### config.mk
export PLATFORM = sky130hd
export DESIGN_NAME = eeprom_status_rd
export DESIGN_NICKNAME = d
export VERILOG_FILES = /design/src/rtl/eeprom_status_pkg.sv /design/src/rtl/eeprom_status_seq.sv /design/src/rtl/eeprom_status_mux.sv /design/src/rtl/eeprom_status_rd.sv
export SDC_FILE = /design/constraint.sdc
export NUM_CORES = 1
export LEC_CHECK = 0
export ABC_AREA = 0
export BUFFER_PORTS_ARGS = -buffer_cell sky130_fd_sc_hd__buf_2
export CAP_MARGIN = 20
export CORE_MARGIN = 2
export CORE_UTILIZATION = 28
export CTS_CLUSTER_SIZE = 10
export DETAILED_ROUTE_END_ITERATION = 8
export PLACE_DENSITY = 0.77
export SYNTH_ARGS = -nofsm -noshare
export SYNTH_HDL_FRONTEND = slang
export SYNTH_SLANG_ARGS = --single-unit
export TNS_END_PERCENT = 1
### constraint.sdc
create_clock -name clk -period 1.2 [get_ports clk]
set_input_delay 0.24 -clock clk [delete_from_list [all_inputs] [get_ports clk]]
set_output_delay 0.24 -clock clk [all_outputs]
set_load 0.05 [all_outputs]
### src/rtl/eeprom_status_pkg.sv
package eeprom_status_pkg;
    // bit 1: program cycle running, bit 0: read access open
    typedef enum logic [1:0] {
        ST_IDLE     = 2'b00,
        ST_READ     = 2'b01,
        ST_PGM_IDLE = 2'b10,
        ST_PGM_READ = 2'b11
    } rd_state_t;
endpackage

### src/rtl/eeprom_status_seq.sv
module eeprom_status_seq
    import eeprom_status_pkg::*;
(
    input  logic      clk,
    input  logic      rst_n,
    input  logic      sel,
    input  logic      busy,
    output rd_state_t state,
    output logic      toggle
);
    rd_state_t state_nxt;

    // next-state logic
    always_comb begin
        state_nxt = state;
        unique case (state)
            ST_IDLE: begin
                if (busy)     state_nxt = sel ? ST_PGM_READ : ST_PGM_IDLE; // begin_program
                else if (sel) state_nxt = ST_READ;                         // start_access
            end
            ST_READ: begin
                if (busy)      state_nxt = sel ? ST_PGM_READ : ST_PGM_IDLE; // begin_program
                else if (!sel) state_nxt = ST_IDLE;                         // end_access
            end
            ST_PGM_IDLE: begin
                if (!busy)    state_nxt = sel ? ST_READ : ST_IDLE;          // end_program
                else if (sel) state_nxt = ST_PGM_READ;                      // start_access
            end
            ST_PGM_READ: begin
                if (!busy)     state_nxt = sel ? ST_READ : ST_IDLE;         // end_program
                else if (!sel) state_nxt = ST_PGM_IDLE;                     // end_access
            end
            default: state_nxt = ST_IDLE;
        endcase
    end

    // state register
    always_ff @(posedge clk or negedge rst_n) begin
        if (!rst_n) state <= ST_IDLE;
        else        state <= state_nxt;
    end

    // toggle register, updated on named transitions
    always_ff @(posedge clk or negedge rst_n) begin
        if (!rst_n) begin
            toggle <= 1'b0;
        end else begin
            unique case (state)
                ST_IDLE, ST_READ: begin
                    if (busy) toggle <= 1'b0;            // begin_program
                end
                ST_PGM_READ: begin
                    if (busy && !sel) toggle <= ~toggle; // counted end_access
                end
                ST_PGM_IDLE: ;
                default: toggle <= 1'b0;
            endcase
        end
    end
endmodule

### src/rtl/eeprom_status_mux.sv
module eeprom_status_mux #(
    parameter int AW = 16,
    parameter int DW = 8
) (
    input  logic          rd_en,
    input  logic          busy,
    input  logic [AW-1:0] addr,
    input  logic [AW-1:0] last_addr,
    input  logic          last_msb,
    input  logic [DW-1:0] array_data,
    input  logic          toggle,
    output logic [DW-1:0] rd_data
);
    localparam int POLL_BIT = DW - 1;
    localparam int TGL_BIT  = DW - 2;

    logic hit;
    assign hit = (addr == last_addr);

    for (genvar i = 0; i < DW; i++) begin : g_bit
        if (i == POLL_BIT) begin : g_poll
            assign rd_data[i] = rd_en & (busy ? (hit & ~last_msb) : array_data[i]);
        end else if (i == TGL_BIT) begin : g_tgl
            assign rd_data[i] = rd_en & (busy ? toggle : array_data[i]);
        end else begin : g_rsvd
            assign rd_data[i] = rd_en & ~busy & array_data[i];
        end
    end
endmodule

### src/rtl/eeprom_status_rd.sv
module eeprom_status_rd
    import eeprom_status_pkg::*;
#(
    parameter int AW = 16,
    parameter int DW = 8
) (
    input  logic          clk,
    input  logic          rst_n,
    input  logic          ce_n,
    input  logic          oe_n,
    input  logic [AW-1:0] addr,
    input  logic          busy,
    input  logic [AW-1:0] last_addr,
    input  logic          last_msb,
    input  logic [DW-1:0] array_data,
    output logic [DW-1:0] rd_data,
    output logic          rd_oe
);
    logic      sel;
    rd_state_t state;
    logic      toggle;

    assign sel   = ~ce_n & ~oe_n;
    assign rd_oe = sel;

    eeprom_status_seq u_seq (
        .clk    (clk),
        .rst_n  (rst_n),
        .sel    (sel),
        .busy   (busy),
        .state  (state),
        .toggle (toggle)
    );

    eeprom_status_mux #(.AW(AW), .DW(DW)) u_mux (
        .rd_en      (sel),
        .busy       (busy),
        .addr       (addr),
        .last_addr  (last_addr),
        .last_msb   (last_msb),
        .array_data (array_data),
        .toggle     (toggle),
        .rd_data    (rd_data)
    );
endmodule

==> impl_metrics.env, run 1 <==
export IMPL_status="finished with violations"
export IMPL_failed_checks="negative setup slack"
export IMPL_post_cts_buffers=0
export IMPL_crit_path_max_fanout=1
export IMPL_max_cap_viols=0
export IMPL_final_hold_viol_count=0
export IMPL_vias=553
export IMPL_io_pins=55
export IMPL_period_share=1.22
export IMPL_slew_limit_headroom=0.837
export IMPL_std_cell_rows=13
export IMPL_number_of_distinct_library_cell_variants_in_the_gate_level_netlist_after_synthesis=17
export IMPL_die_width_um=40.2
export IMPL_p_seq_frac=0.189
export IMPL_total_leakage_power_nw=0.518
export IMPL_synth_ff_latch_count=3
export IMPL_ys_warn_count=0
export IMPL_setup_viol=8
export IMPL_drt_antenna_violating_nets=0
export IMPL_launching_element_type_of_the_critical_path="input port"
export IMPL_sw_frac_of_total=0.305
export IMPL_non_filler_cells_in_the_finished_layout=121
export IMPL_finalCriticalPeriod_ns=1.47
export IMPL_final_setup_skew_ns=0.00532
export IMPL_placement_io_buffers=54
export IMPL_clk_pin_slew_ns=0.03
export IMPL_final_hold_worst_slack_ns=0.203
export IMPL_worst_skew_pair_late_latency_ns=0.23
export IMPL_vdd_ir_drop_worst_v=0.000411
export IMPL_slew_viol_final=0
export IMPL_synthesis_instances=44
export IMPL_antenna_violations_before_repair=0
export IMPL_fmax_mhz=681
export IMPL_core_area_um2=1270
export IMPL_numCtsBuffers=3
export IMPL_drc=0
export IMPL_max_clock_path_buffers=2
export IMPL_synth_area_um2=368
export IMPL_critical_path_class="input port to primary output"
export IMPL_fillers=73
export IMPL_post_route_util=0.798
export IMPL_timing_critical_path_to_type="primary output"
export IMPL_wl_per_cell_um=12.0
export IMPL_place_detailed_hpwl_um=944
export IMPL_combinational_power_share=0.533
export IMPL_postSynthAreaPerCell_um2=8.36
export IMPL_cell_area_after_placement_um2=694
export IMPL_globalRouteTotalUtil=0.177
export IMPL_globalRouteOverflowTotal=0
export IMPL_numClockSinks=3
export IMPL_final_common_cell="sky130_fd_sc_hd__buf_2"
export IMPL_tritoncts_clock_tree="yes"
export IMPL_design_final_nets=153
export IMPL_power_net_switching_mw=0.189
export IMPL_drive_above_1_share=0.792
export IMPL_final_critical_path_setup_slack_ns=-0.268
export IMPL_die_height_um=40.2
export IMPL_grt_pass1_wl_um=1810
export IMPL_p_int_mw=0.432
export IMPL_drtIter0Drc=5
export IMPL_fin_area_um2=1010
export IMPL_hold_path_class="input port to flop"
export IMPL_grt_setup_unrepaired="true"
export IMPL_worst_endpoint_required_ns=0.96
export IMPL_layout_common_cells="sky130_fd_sc_hd__buf_2 (33), sky130_fd_sc_hd__buf_6 (14), sky130_fd_sc_hd__xnor2_2 (12)"
export IMPL_post_drt_via_cell_ratio=4.57
export IMPL_p_clk_frac=0.278
export IMPL_first_global_vias=467
export IMPL_clock_tree_root_cell="sky130_fd_sc_hd__clkbuf_4"
export IMPL_floorplan_die_area_um2=1620
export IMPL_worst_r2r_setup_slack_ns=0.34
export IMPL_firstDrtPassIters=4
export IMPL_areaGrowthSynthToFinish_pct=175
export IMPL_totalWireLength_um=1450
export IMPL_htree_levels=1
export IMPL_start_util=0.290
export IMPL_seq_area_frac_synth=0.204
export IMPL_gp_routability_congestion=0.655
export IMPL_grt_start_max_net_pins=8
export IMPL_synth_fp_nets=90
export IMPL_power_per_cell_area_nw_per_um2=614
export IMPL_antenna_diode_count=0
export IMPL_count_of_placed_standard_cells_including_taps=116
export IMPL_cp_data_arrival_time_ns=1.23
export IMPL_worstMarginPinSlew_ns=0.246
## logic make-up (layout without fill, tap and decap cells)
logic type / count (synthesis) / count (layout) / synth area share
muxes: 2 / 2 / 0.0544
AOI/OAI and AO/OA: 3 / 3 / 0.0510
buffers and inverters: 2 / 64 / 0.0204
and+or+nand+nor: 18 / 18 / 0.289
DFF: 3 / 3 / 0.204
xor gates and xnor gates: 16 / 16 / 0.381
## per-layer routing
metal	track usage	up-vias	wire length, um
met3	0.0333	2	107
met5	0	-	0
li1	-	273	-
met1	0.182	245	450
met4	0.125	0	19
met2	0.319	33	869
## power by group through the flow
stage / sequential [mW] / combinational (mW) / clock (mW)
2_1_floorplan: 0.117 / 0.118 / 0
3_5_place_dp: 0.118 / 0.231 / 0
6_report: 0.117 / 0.331 / 0.173
5_1_grt: 0.118 / 0.352 / 0.182
3_3_place_gp: 0.118 / 0.226 / 0
4_1_cts: 0.117 / 0.287 / 0.176
## through the flow
| step | setup TNS (ns) | power (mW) | setup slack (ns) |
|---|---|---|---|
| 2_1_floorplan | -0.947 | 0.235 | -0.191 |
| 3_3_place_gp | -1.57 | 0.344 | -0.328 |
| 3_5_place_dp | -1.62 | 0.350 | -0.356 |
| 4_1_cts | -0.716 | 0.580 | -0.230 |
| 5_1_grt | -1.05 | 0.653 | -0.354 |
| 6_report | -0.691 | 0.621 | -0.268 |
## flip-flops by register name (all words and copies together) (netlist names)
| name | flops |
|---|---|
| u_seq.state | 2 |
| u_seq.toggle | 1 |
## worst max-delay path: stages
cell	delay (ns)
sky130_fd_sc_hd__buf_6	0.10
sky130_fd_sc_hd__xnor2_2	0.14
sky130_fd_sc_hd__nand4_1	0.11
sky130_fd_sc_hd__nor4_2	0.30
sky130_fd_sc_hd__a22o_2	0.20
sky130_fd_sc_hd__buf_8	0.14
## worst paths after layout
kind                                      from        endpoint  depth (start not counted)
worst max register to register    u_seq.toggle    u_seq.toggle                          4
min in group asynchronous                rst_n    u_seq.toggle                          2
worst min-delay path                      ce_n  u_seq.state[0]                          2
max in group asynchronous                rst_n  u_seq.state[1]                          2
worst max-delay path                   addr[1]      rd_data[7]                          6
worst min register to register  u_seq.state[1]    u_seq.toggle                          2
## what timing repair did
item                                    in CTS  in global routing
resized for setup                           33                 28
hold buffers                                 1                  0
endpoints found under the setup margin       8                  8
pin swaps                                   12                 12
hold endpoints to repair                     3                  0
cloned                                       0                  0
## synthesized netlist by cell type, drive strengths merged
cell type | count | area [um2]
xor2 | 3 | 26.3
mux2i | 2 | 20.0
nor3 | 3 | 15.0
nand2b | 1 | 6.26
dfrtp | 3 | 75.1
nand4b | 1 | 8.76
xnor2 | 13 | 114
nor2 | 2 | 10.0
o21ai | 2 | 10.0
nand2 | 1 | 3.75
and2 | 6 | 37.5
nor4 | 1 | 6.26
nand4 | 3 | 18.8
a22o | 1 | 8.76
inv | 1 | 3.75
clkbuf | 1 | 3.75
## final cells by class
type,count,area (um2),share of cell area
well taps,15,18.8,0.0185
repair buffers,59,475,0.470
flip-flops and latches,3,75.1,0.0742
inverters,1,3.75,0.00371
multi-input cells,39,413,0.408
clock buffers,4,26.3,0.0260
Power figures use the tool's default switching activity.
==> run 2: changes to the inputs <==
--- a/config.mk
+++ b/config.mk
@@ -8,11 +8,11 @@
 export ABC_AREA = 0
 export BUFFER_PORTS_ARGS = -buffer_cell sky130_fd_sc_hd__buf_2
 export CAP_MARGIN = 20
-export CORE_MARGIN = 2
 export CORE_UTILIZATION = 28
 export CTS_CLUSTER_SIZE = 10
 export DETAILED_ROUTE_END_ITERATION = 8
 export PLACE_DENSITY = 0.77
+export REMOVE_ABC_BUFFERS = 1
 export SYNTH_ARGS = -nofsm -noshare
 export SYNTH_HDL_FRONTEND = slang
 export SYNTH_SLANG_ARGS = --single-unit
==> impl_metrics.env, run 2 (synthesis gave the netlist of run 1 again) <==
export IMPL_grt_setup_unrepaired="true"
export IMPL_max_clock_path_buffers=2
export IMPL_final_setup_skew_ns=0.00428
export IMPL_cp_slowest_stage_delay_ns=0.30
export IMPL_gp_routability_congestion=0.625
export IMPL_setup_viol=8
export IMPL_antenna_diode_count=0
export IMPL_critical_path_cell_chain="buf_8 -> xnor2_2 -> nand4_1 -> nor4_2 -> a22o_1 -> buf_6"
export IMPL_core_area_um2=1160
export IMPL_globalRouteTotalUtil=0.169
export IMPL_p_int_mw=0.402
export IMPL_reg2reg_to="u_seq.toggle"
export IMPL_finalCriticalPeriod_ns=1.46
export IMPL_layout_common_cells="sky130_fd_sc_hd__buf_2 (39), sky130_fd_sc_hd__buf_6 (11), sky130_fd_sc_hd__xnor2_1 (8)"
export IMPL_final_common_cell="sky130_fd_sc_hd__buf_2"
export IMPL_drt_antenna_violating_nets=0
export IMPL_slew_viol_final=0
export IMPL_crit_path_max_fanout=1
export IMPL_fmax_mhz=683
export IMPL_total_leakage_power_nw=0.463
export IMPL_timing_critical_path_to_type="primary output"
export IMPL_timing_critical_path_max_delay_family="simple AND/OR/NAND/NOR gates"
export IMPL_fillers=82
export IMPL_power_net_switching_mw=0.182
export IMPL_largest_register="u_seq.state"
export IMPL_status="finished with violations"
export IMPL_fin_area_um2=901
export IMPL_numClockSinks=3
export IMPL_reg2reg_depth=4
export IMPL_firstDrtPassIters=3
export IMPL_start_util=0.318
export IMPL_largest_register_ff_count=2
export IMPL_die_height_um=38.2
export IMPL_slew_limit_headroom=0.836
export IMPL_post_route_util=0.779
export IMPL_vdd_ir_drop_worst_v=0.000416
export IMPL_numCtsBuffers=3
export IMPL_hold_path_class="input port to flop"
export IMPL_clk_pin_slew_ns=0.04
export IMPL_crit_path_top_delay_cell="sky130_fd_sc_hd__nor4_2"
export IMPL_place_detailed_hpwl_um=902
export IMPL_failed_checks="negative setup slack"
export IMPL_floorplan_die_area_um2=1460
export IMPL_power_per_cell_area_nw_per_um2=649
export IMPL_critical_path_class="input port to primary output"
export IMPL_areaGrowthSynthToFinish_pct=145
export IMPL_htree_levels=1
export IMPL_worst_r2r_setup_slack_ns=0.35
export IMPL_max_cap_viols=0
export IMPL_worstMarginPinSlew_ns=0.247
export IMPL_final_hold_viol_count=0
export IMPL_launching_element_type_of_the_critical_path="input port"
export IMPL_dpl_worst_slack_ns=-0.402
export IMPL_globalRouteOverflowTotal=0
export IMPL_largestRegisters="u_seq.state x2, u_seq.toggle x1"
export IMPL_design_final_nets=154
export IMPL_io_pins=55
export IMPL_tns_ns=-0.753
export IMPL_p_seq_frac=0.202
export IMPL_cell_area_after_placement_um2=689
export IMPL_post_cts_buffers=0
export IMPL_first_global_vias=470
export IMPL_antenna_violations_before_repair=0
export IMPL_crit_path_end="rd_data[7]"
export IMPL_drive_above_1_share=0.692
export IMPL_p_clk_frac=0.308
export IMPL_tritoncts_clock_tree="yes"
export IMPL_totalWireLength_um=1250
export IMPL_drc=0
export IMPL_period_share=1.22
export IMPL_post_drt_via_cell_ratio=4.62
export IMPL_critPathLaunch="last_addr[4]"
export IMPL_final_critical_path_setup_slack_ns=-0.264
export IMPL_wl_per_cell_um=10.4
export IMPL_vias=559
export IMPL_cp_data_arrival_time_ns=1.22
export IMPL_clock_tree_root_cell="sky130_fd_sc_hd__clkbuf_4"
export IMPL_std_cell_rows=12
export IMPL_worst_skew_pair_late_latency_ns=0.23
export IMPL_grt_start_max_net_pins=8
export IMPL_timing_critical_path_depth=6
export IMPL_placement_io_buffers=54
export IMPL_drtIter0Drc=4
export IMPL_combinational_power_share=0.490
export IMPL_critPathBufInv=2
export IMPL_grt_pass1_wl_um=1610
export IMPL_sw_frac_of_total=0.312
export IMPL_rr_startpoint="u_seq.state[0]"
export IMPL_design_power_total_mw=0.585
export IMPL_die_width_um=38.2
export IMPL_worst_endpoint_required_ns=0.96
run 2: final cells by class:
class / count / area (um2) / area share
Sequential cell: 3 / 75.1 / 0.0833
Inverter: 1 / 3.75 / 0.00417
Multi-Input combinational cell: 39 / 344 / 0.382
Clock buffer: 4 / 26.3 / 0.0292
Tap cell: 14 / 17.5 / 0.0194
Timing Repair Buffer: 60 / 434 / 0.482
run 2: metal layers:
layer | track usage | up-vias | routed length (um)
li1 | - | 275 | -
met1 | 0.112 | 245 | 373
met2 | 0.390 | 39 | 761
met3 | 0.0349 | 0 | 119
met4 | 0.0804 | 0 | 0
met5 | 0 | - | 0
run 2: power groups by stage:
stage | Combinational (mW) | Clock, mW | Sequential [mW]
2_1_floorplan | 0.115 | 0 | 0.117
3_3_place_gp | 0.224 | 0 | 0.118
3_5_place_dp | 0.229 | 0 | 0.119
4_1_cts | 0.268 | 0.180 | 0.118
5_1_grt | 0.308 | 0.188 | 0.118
6_report | 0.287 | 0.180 | 0.118
run 2: worst min path at each step:
stage | startpoint | end | slack (ns) | cells after the start
after floorplan | rst_n | u_seq.state[0] | -0.06 | 0
after global placement | rst_n | u_seq.state[0] | 0.04 | 1
after detailed placement | rst_n | u_seq.state[0] | 0.04 | 1
after CTS | oe_n | u_seq.state[0] | 0.25 | 3
after global routing | oe_n | u_seq.state[0] | 0.25 | 3
final | oe_n | u_seq.state[0] | 0.25 | 3
run 2: through the flow:
| stage | hold slack (ns) | std cells |
|---|---|---|
| finish | 0.254 | 121 |
| global route | 0.253 | 121 |
| CTS | 0.248 | 121 |
| detailed placement | 0.0402 | 116 |
| global placement | 0.0366 | 116 |
| floorplan | -0.0556 | 43 |
run 2: timing repair:
action,4_1_cts,5_1_grt
endpoints found under the hold margin,3,0
setup endpoints to repair,8,8
pin swaps,9,9
resized for setup,29,12
hold buffers,1,0
run 2: tightest hold or removal path, cell delays in order:
cell and delay, ns:
sky130_fd_sc_hd__buf_6 0.08, sky130_fd_sc_hd__buf_6 0.10, sky130_fd_sc_hd__nor2_1 0.04
==> run 3: changes to the inputs <==
--- a/config.mk
+++ b/config.mk
@@ -11,6 +11,7 @@
 export CORE_UTILIZATION = 28
 export CTS_CLUSTER_SIZE = 10
 export DETAILED_ROUTE_END_ITERATION = 8
+export GPL_TIMING_DRIVEN = 0
 export PLACE_DENSITY = 0.77
 export REMOVE_ABC_BUFFERS = 1
 export SYNTH_ARGS = -nofsm -noshare
==> impl_metrics.env, run 3 (synthesis gave the netlist of run 1 again) <==
export IMPL_final_hold_worst_slack_ns=0.208
export IMPL_rr_startpoint="u_seq.toggle"
export IMPL_clock_tree_root_cell="sky130_fd_sc_hd__clkbuf_4"
export IMPL_holdPathEnd="u_seq.state[0]"
export IMPL_fin_area_um2=930
export IMPL_wl_per_cell_um=11.3
export IMPL_drc=0
export IMPL_start_util=0.318
export IMPL_critical_path_class="input port to primary output"
export IMPL_drt_antenna_violating_nets=0
export IMPL_numClockSinks=3
export IMPL_largestRegisters="u_seq.state x2, u_seq.toggle x1"
export IMPL_antenna_violations_before_repair=0
export IMPL_globalRouteTotalUtil=0.164
export IMPL_post_route_util=0.804
export IMPL_first_global_vias=452
export IMPL_totalWireLength_um=1370
export IMPL_max_clock_path_buffers=2
export IMPL_worst_r2r_setup_slack_ns=0.30
export IMPL_largest_register="u_seq.state"
export IMPL_fillers=67
export IMPL_dpl_worst_slack_ns=-0.417
export IMPL_slew_limit_headroom=0.841
export IMPL_worstMarginPinSlew_ns=0.237
export IMPL_tritoncts_clock_tree="yes"
export IMPL_max_cap_viols=0
export IMPL_gp_routability_congestion=0.607
export IMPL_firstDrtPassIters=4
export IMPL_vias=553
export IMPL_worst_endpoint_required_ns=0.96
export IMPL_slew_viol_final=0
export IMPL_fmax_mhz=681
export IMPL_failed_checks="negative setup slack"
export IMPL_regArea_um2=75.1
export IMPL_period_share=1.22
export IMPL_multi_input_comb_area_um2=368
export IMPL_io_pins=55
export IMPL_reg2reg_depth=4
export IMPL_final_hold_viol_count=0
export IMPL_design_final_nets=154
export IMPL_core_area_um2=1160
export IMPL_power_per_cell_area_nw_per_um2=650
export IMPL_areaGrowthSynthToFinish_pct=153
export IMPL_setup_viol=9
export IMPL_grt_pass1_wl_um=1610
export IMPL_tns_ns=-0.583
export IMPL_worst_skew_pair_late_latency_ns=0.23
export IMPL_largest_register_ff_count=2
export IMPL_place_detailed_hpwl_um=873
export IMPL_clk_pin_slew_ns=0.03
export IMPL_reg2reg_to="u_seq.toggle"
export IMPL_launching_element_type_of_the_critical_path="input port"
export IMPL_antenna_diode_count=0
export IMPL_total_leakage_power_nw=0.479
export IMPL_die_height_um=38.2
export IMPL_timing_critical_path_to_type="primary output"
export IMPL_vdd_ir_drop_worst_v=0.000425
export IMPL_worst_hold_path_num_cells=2
export IMPL_htree_levels=1
export IMPL_drtIter0Drc=5
export IMPL_layout_common_cells="sky130_fd_sc_hd__buf_2 (34), sky130_fd_sc_hd__buf_6 (19), sky130_fd_sc_hd__xnor2_2 (8)"
export IMPL_placement_io_buffers=54
export IMPL_post_drt_via_cell_ratio=4.57
export IMPL_die_width_um=38.2
export IMPL_final_setup_skew_ns=0.00408
export IMPL_std_cell_rows=12
export IMPL_finalCriticalPeriod_ns=1.47
export IMPL_grt_start_max_net_pins=8
export IMPL_final_critical_path_setup_slack_ns=-0.268
export IMPL_cp_data_arrival_time_ns=1.23
export IMPL_drive_above_1_share=0.682
export IMPL_floorplan_die_area_um2=1460
export IMPL_numCtsBuffers=3
export IMPL_hold_path_startpoint="oe_n"
export IMPL_final_common_cell="sky130_fd_sc_hd__buf_2"
export IMPL_status="finished with violations"
export IMPL_crit_path_max_fanout=1
export IMPL_hold_path_class="input port to flop"
export IMPL_cell_area_after_placement_um2=652
export IMPL_globalRouteOverflowTotal=0
export IMPL_grt_setup_unrepaired="true"
[run 3: routing by layer]
metal  track usage  up-vias  routed length (um)
met4         0.107        0                   8
met5             0        -                   0
li1              -      274                   -
met2         0.343       41                 782
met3        0.0291        2                 127
met1         0.129      236                 446
[run 3: worst max-delay path, stage by stage]
cell and delay [ns]:
sky130_fd_sc_hd__buf_2 0.11, sky130_fd_sc_hd__xnor2_1 0.14, sky130_fd_sc_hd__nand4b_1 0.12, sky130_fd_sc_hd__nor4_2 0.29
sky130_fd_sc_hd__a22o_1 0.18, sky130_fd_sc_hd__buf_6 0.15
[run 3: power by group]
part / total, mW / leakage [nW] / internal (mW) / switching [mW]
combinational: 0.307 / 0.427 / 0.175 / 0.132
clock: 0.178 / 0.0150 / 0.125 / 0.0536
sequential: 0.119 / 0.0375 / 0.112 / 0.00728
[run 3: cell type report]
cell class,instances,area share
clock buffer,4,0.0283
timing repair buffer,60,0.472
inverter,1,0.00404
sequential,3,0.0808
multi-input combinational,39,0.396
tap,14,0.0188
[run 3: per-stage QoR]
| step | instances | total power, mW |
|---|---|---|
| finish | 121 | 0.605 |
| global placement | 111 | 0.329 |
| detailed placement | 111 | 0.337 |
| floorplan | 43 | 0.232 |
| global route | 121 | 0.643 |
| CTS | 121 | 0.563 |
[run 3: repair_timing]
item | in CTS | in global routing
hold endpoints to repair | 3 | 0
pin swaps | 8 | 11
setup endpoints to repair | 8 | 9
buffers inserted | 5 | 0
resized for setup | 17 | 31
hold buffers | 1 | 0
[run 3: worst max path at each step]
stage,slack (ns),endpoint,startpoint,cells past startpoint
after global routing,-0.31,rd_data[7],last_addr[15],6
after detailed placement,-0.42,rd_data[7],last_addr[13],6
final,-0.27,rd_data[7],last_addr[15],6
after CTS,-0.27,rd_data[7],addr[1],6
after global placement,-0.40,rd_data[7],last_addr[10],6
after floorplan,-0.60,rd_data[7],ce_n,4
